### src/rtl/stack_call_pkg.sv
package stack_call_pkg;

   typedef enum logic [2:0] {
      OP_PUSH  = 3'd0,
      OP_POP   = 3'd1,
      OP_CALL  = 3'd2,
      OP_RET   = 3'd3,
      OP_RST   = 3'd4,
      OP_XTOP  = 3'd5,
      OP_SETSP = 3'd6,
      OP_NONE  = 3'd7
   } stk_op_e;

   typedef enum logic [3:0] {
      ST_IDLE,
      ST_WHI,
      ST_WLO,
      ST_RLO,
      ST_RHI,
      ST_XRLO,
      ST_XRHI,
      ST_XWHI,
      ST_XWLO,
      ST_DONE
   } stk_step_e;

endpackage

### src/rtl/stk_pointer.sv
module stk_pointer #(
   parameter int ADDR_W = 16,
   parameter logic [ADDR_W-1:0] RESET_VAL = '0
) (
   input  logic              clk,
   input  logic              rst_n,
   input  logic              load_i,
   input  logic [ADDR_W-1:0] load_val_i,
   input  logic              inc_i,
   input  logic              dec_i,
   output logic [ADDR_W-1:0] sp_o
);

   always_ff @(posedge clk or negedge rst_n) begin
      if (!rst_n)
         sp_o <= RESET_VAL;
      else if (load_i)
         sp_o <= load_val_i;
      else if (dec_i)
         sp_o <= sp_o - ADDR_W'(1);
      else if (inc_i)
         sp_o <= sp_o + ADDR_W'(1);
   end

   // the controller never asks for two pointer moves at once
   p_sp_one_move_r2: assert property (@(posedge clk) disable iff (!rst_n)
      $countones({load_i, inc_i, dec_i}) <= 1);

endmodule

### src/rtl/stk_vector.sv
module stk_vector #(
   parameter int ADDR_W    = 16,
   parameter int VEC_W     = 3,
   parameter int VEC_SHIFT = 3
) (
   input  logic [VEC_W-1:0]  vec_i,
   output logic [ADDR_W-1:0] addr_o
);

   generate
      if (ADDR_W < VEC_W + VEC_SHIFT) begin : g_bad_cfg
         $error("stk_vector: vector field does not fit the address");
      end
      if (VEC_SHIFT == 0) begin : g_packed
         assign addr_o = ADDR_W'(vec_i);
      end else begin : g_spaced
         assign addr_o = ADDR_W'(vec_i) << VEC_SHIFT;
      end
   endgenerate

endmodule

### src/rtl/stk_fsm.sv
module stk_fsm
   import stack_call_pkg::*;
#(
   parameter int DATA_W = 8,
   localparam int WORD_W = 2 * DATA_W
) (
   input  logic              clk,
   input  logic              rst_n,
   input  logic              cmd_valid_i,
   input  stk_op_e           cmd_op_i,
   input  logic [WORD_W-1:0] cmd_word_i,
   input  logic [WORD_W-1:0] cmd_target_i,
   input  logic [WORD_W-1:0] vec_addr_i,
   input  logic [WORD_W-1:0] sp_i,
   output logic              sp_load_o,
   output logic [WORD_W-1:0] sp_load_val_o,
   output logic              sp_inc_o,
   output logic              sp_dec_o,
   output logic [WORD_W-1:0] mem_addr_o,
   output logic [DATA_W-1:0] mem_wdata_o,
   input  logic [DATA_W-1:0] mem_rdata_i,
   output logic              mem_rd_o,
   output logic              mem_wr_o,
   output logic              busy_o,
   output logic              done_o,
   output logic [WORD_W-1:0] res_word_o,
   output logic              pc_load_o,
   output logic [WORD_W-1:0] pc_next_o
);

   stk_step_e         step_q, step_d;
   stk_op_e           op_q;
   logic [WORD_W-1:0] word_q;
   logic [WORD_W-1:0] jump_q;
   logic [WORD_W-1:0] res_q;
   logic              accept;
   logic              cap_lo, cap_hi;
   logic [DATA_W-1:0] word_hi, word_lo;

   assign accept  = (step_q == ST_IDLE) && cmd_valid_i && (cmd_op_i != OP_NONE);
   assign word_hi = word_q[WORD_W-1:DATA_W];
   assign word_lo = word_q[DATA_W-1:0];
   assign cap_lo  = (step_q == ST_RLO) || (step_q == ST_XRLO);
   assign cap_hi  = (step_q == ST_RHI) || (step_q == ST_XRHI);

   function automatic stk_step_e first_step(input stk_op_e op);
      case (op)
         OP_PUSH, OP_CALL, OP_RST: first_step = ST_WHI;
         OP_POP, OP_RET:           first_step = ST_RLO;
         OP_XTOP:                  first_step = ST_XRLO;
         OP_SETSP:                 first_step = ST_DONE;
         default:                  first_step = ST_IDLE;
      endcase
   endfunction

   always_comb begin
      step_d      = step_q;
      mem_rd_o    = 1'b0;
      mem_wr_o    = 1'b0;
      mem_addr_o  = sp_i;
      mem_wdata_o = '0;
      sp_inc_o    = 1'b0;
      sp_dec_o    = 1'b0;
      case (step_q)
         ST_IDLE: begin
            if (accept) step_d = first_step(cmd_op_i);
         end
         ST_WHI: begin
            mem_wr_o    = 1'b1;
            mem_addr_o  = sp_i - WORD_W'(1);
            mem_wdata_o = word_hi;
            sp_dec_o    = 1'b1;
            step_d      = ST_WLO;
         end
         ST_WLO: begin
            mem_wr_o    = 1'b1;
            mem_addr_o  = sp_i - WORD_W'(1);
            mem_wdata_o = word_lo;
            sp_dec_o    = 1'b1;
            step_d      = ST_DONE;
         end
         ST_RLO: begin
            mem_rd_o = 1'b1;
            sp_inc_o = 1'b1;
            step_d   = ST_RHI;
         end
         ST_RHI: begin
            mem_rd_o = 1'b1;
            sp_inc_o = 1'b1;
            step_d   = ST_DONE;
         end
         ST_XRLO: begin
            mem_rd_o = 1'b1;
            step_d   = ST_XRHI;
         end
         ST_XRHI: begin
            mem_rd_o   = 1'b1;
            mem_addr_o = sp_i + WORD_W'(1);
            step_d     = ST_XWHI;
         end
         ST_XWHI: begin
            mem_wr_o    = 1'b1;
            mem_addr_o  = sp_i + WORD_W'(1);
            mem_wdata_o = word_hi;
            step_d      = ST_XWLO;
         end
         ST_XWLO: begin
            mem_wr_o    = 1'b1;
            mem_wdata_o = word_lo;
            step_d      = ST_DONE;
         end
         ST_DONE: step_d = ST_IDLE;
         default: step_d = ST_IDLE;
      endcase
   end

   always_ff @(posedge clk or negedge rst_n) begin
      if (!rst_n) begin
         step_q <= ST_IDLE;
         op_q   <= OP_NONE;
         word_q <= '0;
         jump_q <= '0;
         res_q  <= '0;
      end else begin
         step_q <= step_d;
         if (accept) begin
            op_q   <= cmd_op_i;
            word_q <= cmd_word_i;
            jump_q <= (cmd_op_i == OP_RST) ? vec_addr_i : cmd_target_i;
         end
         if (cap_lo) res_q[DATA_W-1:0]      <= mem_rdata_i;
         if (cap_hi) res_q[WORD_W-1:DATA_W] <= mem_rdata_i;
      end
   end

   assign sp_load_o     = accept && (cmd_op_i == OP_SETSP);
   assign sp_load_val_o = cmd_word_i;
   assign busy_o        = (step_q != ST_IDLE);
   assign done_o        = (step_q == ST_DONE);
   assign res_word_o    = res_q;
   assign pc_load_o     = done_o &&
                          ((op_q == OP_CALL) || (op_q == OP_RET) || (op_q == OP_RST));
   assign pc_next_o     = (op_q == OP_RET) ? res_q : jump_q;

   // one byte per cycle, never read and write together
   p_rd_wr_excl_r2: assert property (@(posedge clk) disable iff (!rst_n)
      !(mem_rd_o && mem_wr_o));

   // a finished push-type command leaves SP two lower
   p_push_sp_r2: assert property (@(posedge clk) disable iff (!rst_n)
      done_o && ((op_q == OP_PUSH) || (op_q == OP_CALL) || (op_q == OP_RST))
      |-> sp_i == $past(sp_i, 2) - WORD_W'(2));

   // a finished pop-type command leaves SP two higher
   p_pop_sp_r3: assert property (@(posedge clk) disable iff (!rst_n)
      done_o && ((op_q == OP_POP) || (op_q == OP_RET))
      |-> sp_i == $past(sp_i, 2) + WORD_W'(2));

   // exchange leaves SP where it started
   p_xtop_sp_r7: assert property (@(posedge clk) disable iff (!rst_n)
      done_o && (op_q == OP_XTOP) |-> sp_i == $past(sp_i, 4));

   // done is a single-cycle pulse
   p_done_pulse_r8: assert property (@(posedge clk) disable iff (!rst_n)
      done_o |=> !done_o);

   // idle with no real command means no access and a steady pointer
   p_idle_hold_r10: assert property (@(posedge clk) disable iff (!rst_n)
      !busy_o && !(cmd_valid_i && (cmd_op_i != OP_NONE))
      |-> !mem_rd_o && !mem_wr_o ##1 $stable(sp_i) && !busy_o);

endmodule

### src/rtl/stack_call_unit.sv
module stack_call_unit
   import stack_call_pkg::*;
#(
   parameter int DATA_W    = 8,
   parameter int VEC_COUNT = 8,
   parameter int VEC_SHIFT = 3,
   parameter logic [2*DATA_W-1:0] SP_RESET = '0,
   localparam int WORD_W = 2 * DATA_W,
   localparam int VEC_W  = $clog2(VEC_COUNT)
) (
   input  logic              clk,
   input  logic              rst_n,
   input  logic              cmd_valid,
   input  logic [2:0]        cmd_op,
   input  logic [WORD_W-1:0] cmd_word,
   input  logic [WORD_W-1:0] cmd_target,
   input  logic [VEC_W-1:0]  cmd_vec,
   output logic [WORD_W-1:0] mem_addr,
   output logic [DATA_W-1:0] mem_wdata,
   input  logic [DATA_W-1:0] mem_rdata,
   output logic              mem_rd,
   output logic              mem_wr,
   output logic              busy,
   output logic              done,
   output logic [WORD_W-1:0] res_word,
   output logic              pc_load,
   output logic [WORD_W-1:0] pc_next,
   output logic [WORD_W-1:0] sp_out
);

   generate
      if (DATA_W < 4) begin : g_bad_width
         $error("stack_call_unit: DATA_W must be at least 4");
      end
      if ((VEC_COUNT < 2) || ((1 << VEC_W) != VEC_COUNT)) begin : g_bad_vec
         $error("stack_call_unit: VEC_COUNT must be a power of two");
      end
   endgenerate

   logic              sp_load, sp_inc, sp_dec;
   logic [WORD_W-1:0] sp_load_val;
   logic [WORD_W-1:0] vec_addr;

   stk_pointer #(
      .ADDR_W    (WORD_W),
      .RESET_VAL (SP_RESET)
   ) u_ptr (
      .clk        (clk),
      .rst_n      (rst_n),
      .load_i     (sp_load),
      .load_val_i (sp_load_val),
      .inc_i      (sp_inc),
      .dec_i      (sp_dec),
      .sp_o       (sp_out)
   );

   stk_vector #(
      .ADDR_W    (WORD_W),
      .VEC_W     (VEC_W),
      .VEC_SHIFT (VEC_SHIFT)
   ) u_vec (
      .vec_i  (cmd_vec),
      .addr_o (vec_addr)
   );

   stk_fsm #(
      .DATA_W (DATA_W)
   ) u_fsm (
      .clk           (clk),
      .rst_n         (rst_n),
      .cmd_valid_i   (cmd_valid),
      .cmd_op_i      (stk_op_e'(cmd_op)),
      .cmd_word_i    (cmd_word),
      .cmd_target_i  (cmd_target),
      .vec_addr_i    (vec_addr),
      .sp_i          (sp_out),
      .sp_load_o     (sp_load),
      .sp_load_val_o (sp_load_val),
      .sp_inc_o      (sp_inc),
      .sp_dec_o      (sp_dec),
      .mem_addr_o    (mem_addr),
      .mem_wdata_o   (mem_wdata),
      .mem_rdata_i   (mem_rdata),
      .mem_rd_o      (mem_rd),
      .mem_wr_o      (mem_wr),
      .busy_o        (busy),
      .done_o        (done),
      .res_word_o    (res_word),
      .pc_load_o     (pc_load),
      .pc_next_o     (pc_next)
   );

   // completion and redirect only happen inside a busy window
   p_done_in_busy_r8: assert property (@(posedge clk) disable iff (!rst_n)
      (done || pc_load) |-> busy);

   // nothing is strobed in the first cycle out of reset
   p_reset_quiet_r1: assert property (@(posedge clk)
      !rst_n |=> !busy && !mem_rd && !mem_wr);

endmodule

### config.mk
export PLATFORM = sky130hd
export DESIGN_NAME = stack_call_unit
export DESIGN_NICKNAME = d
export VERILOG_FILES = /design/src/rtl/stack_call_pkg.sv /design/src/rtl/stk_pointer.sv /design/src/rtl/stk_vector.sv /design/src/rtl/stk_fsm.sv /design/src/rtl/stack_call_unit.sv
export SDC_FILE = /design/constraint.sdc
export NUM_CORES = 1
export LEC_CHECK = 0
export ABC_AREA = 1
export BUFFER_PORTS_ARGS = -buffer_cell sky130_fd_sc_hd__buf_2
export CORE_ASPECT_RATIO = 0.8
export CORE_UTILIZATION = 53
export DETAILED_ROUTE_END_ITERATION = 10
export PLACE_DENSITY = 0.89
export SLEW_MARGIN = 20
export SYNTH_ARGS = -nofsm -noshare
export SYNTH_HDL_FRONTEND = slang
export SYNTH_SLANG_ARGS = --single-unit
### constraint.sdc
create_clock -name clk -period 2.3 [get_ports clk]
set_clock_uncertainty 0.1 [all_clocks]
set_input_delay 0.345 -clock clk [delete_from_list [all_inputs] [get_ports clk]]
set_output_delay 0.345 -clock clk [all_outputs]
set_load 0.01 [all_outputs]
==> impl_metrics.json <==
{
  "numPlacedInstances": 860,
  "netlist_instances": 638,
  "groute.usage.overall": 0.3232,
  "port-buffer-count": 125,
  "power.share.switching": 0.5076,
  "synth.cell_area_um2": 4529,
  "synth.top_cells.by_area": "dfrtp_1 (38%), nand2_1 (14%), nand3_1 (9.1%), o21ai_0 (5.3%), inv_1 (5.2%)",
  "timing.reg2reg.worst_path_depth": 9,
  "run_status": "finished, violations left",
  "grt_busiest_layer": "met2",
  "filler_cell_count": 682,
  "synth_nets": 689,
  "min-delay-path-class": "input port to flop",
  "multi_input_combinational_cell_area_um2": 2520,
  "p_clk_frac": 0.110,
  "synth_cell_type_count": 39,
  "worst_hold_startpoint": "cmd_word[15]",
  "final_cell_area_um2": 5747,
  "violations_in_the_final_reports": "setup timing",
  "library_cell_occupying_the_most_area_in_the_post_synthesis_netlist": "dfrtp_1",
  "detail_route.wirelength_mm": 14.48,
  "groute.layer.met2.usage": 0.5048,
  "first_global_vias": 4726,
  "timing.max_cap.violations": 0,
  "placedInstanceArea_um2": 5276,
  "worstSetupStartpointType": "flop",
  "finalNetCount": 826,
  "cts_tree": "done",
  "drc": 0,
  "crit_type": "flop to output pin",
  "timing.critical_path.to": "mem_addr[9]",
  "crit-reg2reg-launch": "u_fsm.step_q[2]",
  "synth_async_sr_flop_share": 1.000,
  "mean_instance_size_in_the_synthesized_netlist_um2": 7.099,
  "route.antenna.remaining_nets": 0,
  "post-synth-top-area-fraction": 0.3757,
  "final_cells": 888,
  "coreArea_um2": 8092,
  "tritoncts.num_buffers": 9,
  "final_worst_setup_slack_ns": -0.01406,
  "cp_data_arrival_time_ns": 1.87,
  "dieHeight_um": 84.69,
  "power_w": 0.008504,
  "maxClockFrequency_ghz": 0.4321,
  "worstPathRequired_ns": 1.86,
  "ctsHtreeMaxLevel": 3,
  "dr_total_vias": 5046,
  "area_growth_from_synthesis_to_layout_pct": 26.88,
  "via_per_inst": 5.682,
  "rsz0062_at_grt": "yes",
  "detailedRoute.firstPassIterationCount": 5,
  "antenna_cells_inserted": 0,
  "post_synth_edffs": 0,
  "grt_util_met3": 0.05745,
  "sequential_cell_area_um2": 1794,
  "rows": 29,
  "cellLeakagePower_nw": 2.908,
  "ys_dominant_reg_cell": "dfrtp_1",
  "postLayoutCoreUtil": 0.7102,
  "layout_min_cycle_time_ns": 2.314,
  "power_frac_comb": 0.608,
  "grt_overflow": 0,
  "initial_core_util": 0.5598,
  "die_width_um": 105.4,
  "ys_seq_elements": 71,
  "power_switching_w": 0.004317,
  "num_io_pins": 126,
  "routed_wire_length_per_instance_um": 16.31,
  "layout-drive-gt1-share": 0.3244,
  "detail_placement_hpwl_mm": 10.20,
  "crit_fanout": 5,
  "finalHoldViolCount": 0,
  "r2r_slack_ns": 0.28,
  "final_max_slew_viol_count": 0,
  "gpl.final_weighted_congestion": 0.9547,
  "setup-violations-final": 1,
  "grt_antenna_before_repair": 0,
  "rr_endpoint": "u_fsm.step_q[1]",
  "tightest_pin_transition_ns": 0.6951,
  "cts.path.max_buffers": 2,
  "final_common_cell": "nand2_1",
  "clk_root_buffer_cell": "clkbuf_8",
  "gr-usage-met1": 0.4605,
  "power_per_cell_area_nw_per_um2": 1480,
  "worstSkewPairLatency_ns": 0.35,
  "cts.sink_count": 71,
  "final_min_period_over_clock_period": 1.006,
  "grt_max_degree": 47,
  "worst_setup_hold_path_clk_slew_ns": 0.09,
  "grt_first_pass_wirelength_mm": 22.77,
  "number_of_warnings_reported_in_the_yosys_synthesis_log": 0,
  "mostFrequentLayoutCells": "nand2_1 (160), buf_2 (125), nand3_1 (79), inv_1 (59), dfrtp_1 (57)",
  "kind_of_capture_point_of_the_worst_setup_path": "output pin",
  "power_report.internal_total_w": 0.004187,
  "sequentialPowerShare": 0.282,
  "vdd.ir_drop.worst_v": 0.0008653,
  "critical_path.startpoint": "u_ptr.sp_o[1]",
  "synth_sequential_area_ratio": 0.3931,
  "worst_max_slew_margin_expressed_relative_to_the_limit": 0.5353,
  "die-area_um2": 8922,
  "drt_first_iter_violations": 467
}
[how the worst min path moves through the flow]
stage,to,slack (ns),cells past startpoint
after floorplan,u_fsm.jump_q[0],-0.05,0
after global placement,u_fsm.res_word_o[14],0.28,1
after detailed placement,u_fsm.jump_q[14],0.30,1
after CTS,u_fsm.res_word_o[6],0.11,3
after global routing,u_fsm.res_word_o[7],0.12,3
final,u_fsm.word_q[15],0.12,3
[per-stage QoR]
stage / hold slack [ns] / setup WS [ns] / TNS, ns
after detailed placement: 0.2986 / 0.1098 / 0
after CTS: 0.1082 / 0.009568 / 0
after global placement: 0.2805 / 0.1888 / 0
final: 0.1185 / -0.01406 / -0.01406
after floorplan: -0.05059 / 0.4451 / 0
after global routing: 0.1210 / -0.1177 / -0.6978
[critical path, stage by stage (launching register included)]
cell and delay [ns]:
dfrtp_2 0.43, buf_4 0.13, nand2_1 0.05, nor2_2 0.20, buf_4 0.18, nand3b_1 0.09, nand2_1 0.10, nand3_1 0.07
o211ai_1 0.09, buf_2 0.17
[what timing repair did]
| item | in CTS | in global routing |
|---|---|---|
| gates cloned | 0 | 1 |
| hold buffers | 1 | 0 |
| buffers inserted | 4 | 6 |
| endpoints found under the hold margin | 22 | 0 |
| setup endpoints to repair | 16 | 19 |
| gates resized for setup | 37 | 25 |
| pin swaps | 3 | 10 |
[logic make-up (layout without fill, tap and decap cells)]
family / after synthesis / count (layout) / share of synthesized area
and+or+nand+nor: 342 / 343 / 0.3398
AOI/OAI and AO/OA: 112 / 112 / 0.1387
buffers and inverters: 97 / 238 / 0.09143
DFF: 71 / 71 / 0.3931
muxes: 8 / 8 / 0.01989
xor gates and xnor gates: 6 / 6 / 0.01160
adders and majority gates: 2 / 2 / 0.005524
[metal layers]
| layer | wire (um) | up-vias |
|---|---|---|
| met1 | 6299 | 2352 |
| li1 | - | 2375 |
| met3 | 1451 | 32 |
| met4 | 333 | 0 |
| met2 | 6398 | 287 |
| met5 | 0 | - |
[power groups by stage]
| stage | sequential (W) | combinational (W) | clock (W) |
|---|---|---|---|
| global route | 0.00246 | 0.00566 | 0.000988 |
| detailed placement | 0.00236 | 0.00462 | 0 |
| finish | 0.00240 | 0.00517 | 0.000934 |
| floorplan | 0.00229 | 0.00308 | 0 |
| CTS | 0.00237 | 0.00483 | 0.000949 |
| global placement | 0.00232 | 0.00452 | 0 |
[cell usage after synthesis (all sizes together) (2+ instances only)]
library cell  number
mux2               8
a21oi             23
xor2               5
nor2              71
inv               70
buf               21
dfrtp             68
nand2            173
dfstp              3
nor3               3
o21ai             63
a31oi              7
o221ai             4
o211ai            13
nand4              9
nand3             84
clkbuf             6
ha                 2
[cell type report]
| class | count | share of cell area |
|---|---|---|
| clock inverters | 7 | 0.009580 |
| clock buffers | 9 | 0.02155 |
| well taps | 108 | 0.02351 |
| multi-input cells | 471 | 0.4385 |
| inverters | 70 | 0.04703 |
| flip-flops and latches | 71 | 0.3122 |
| repair buffers | 152 | 0.1476 |
[sequential cells by signal, indices dropped and copies added, names as in the netlist]
register          flops
u_fsm.jump_q         16
u_fsm.res_word_o     16
u_fsm.word_q         16
u_ptr.sp_o           16
u_fsm.step_q          4
u_fsm.op_q            3
Note: power is estimated with default switching activity, not from simulation.
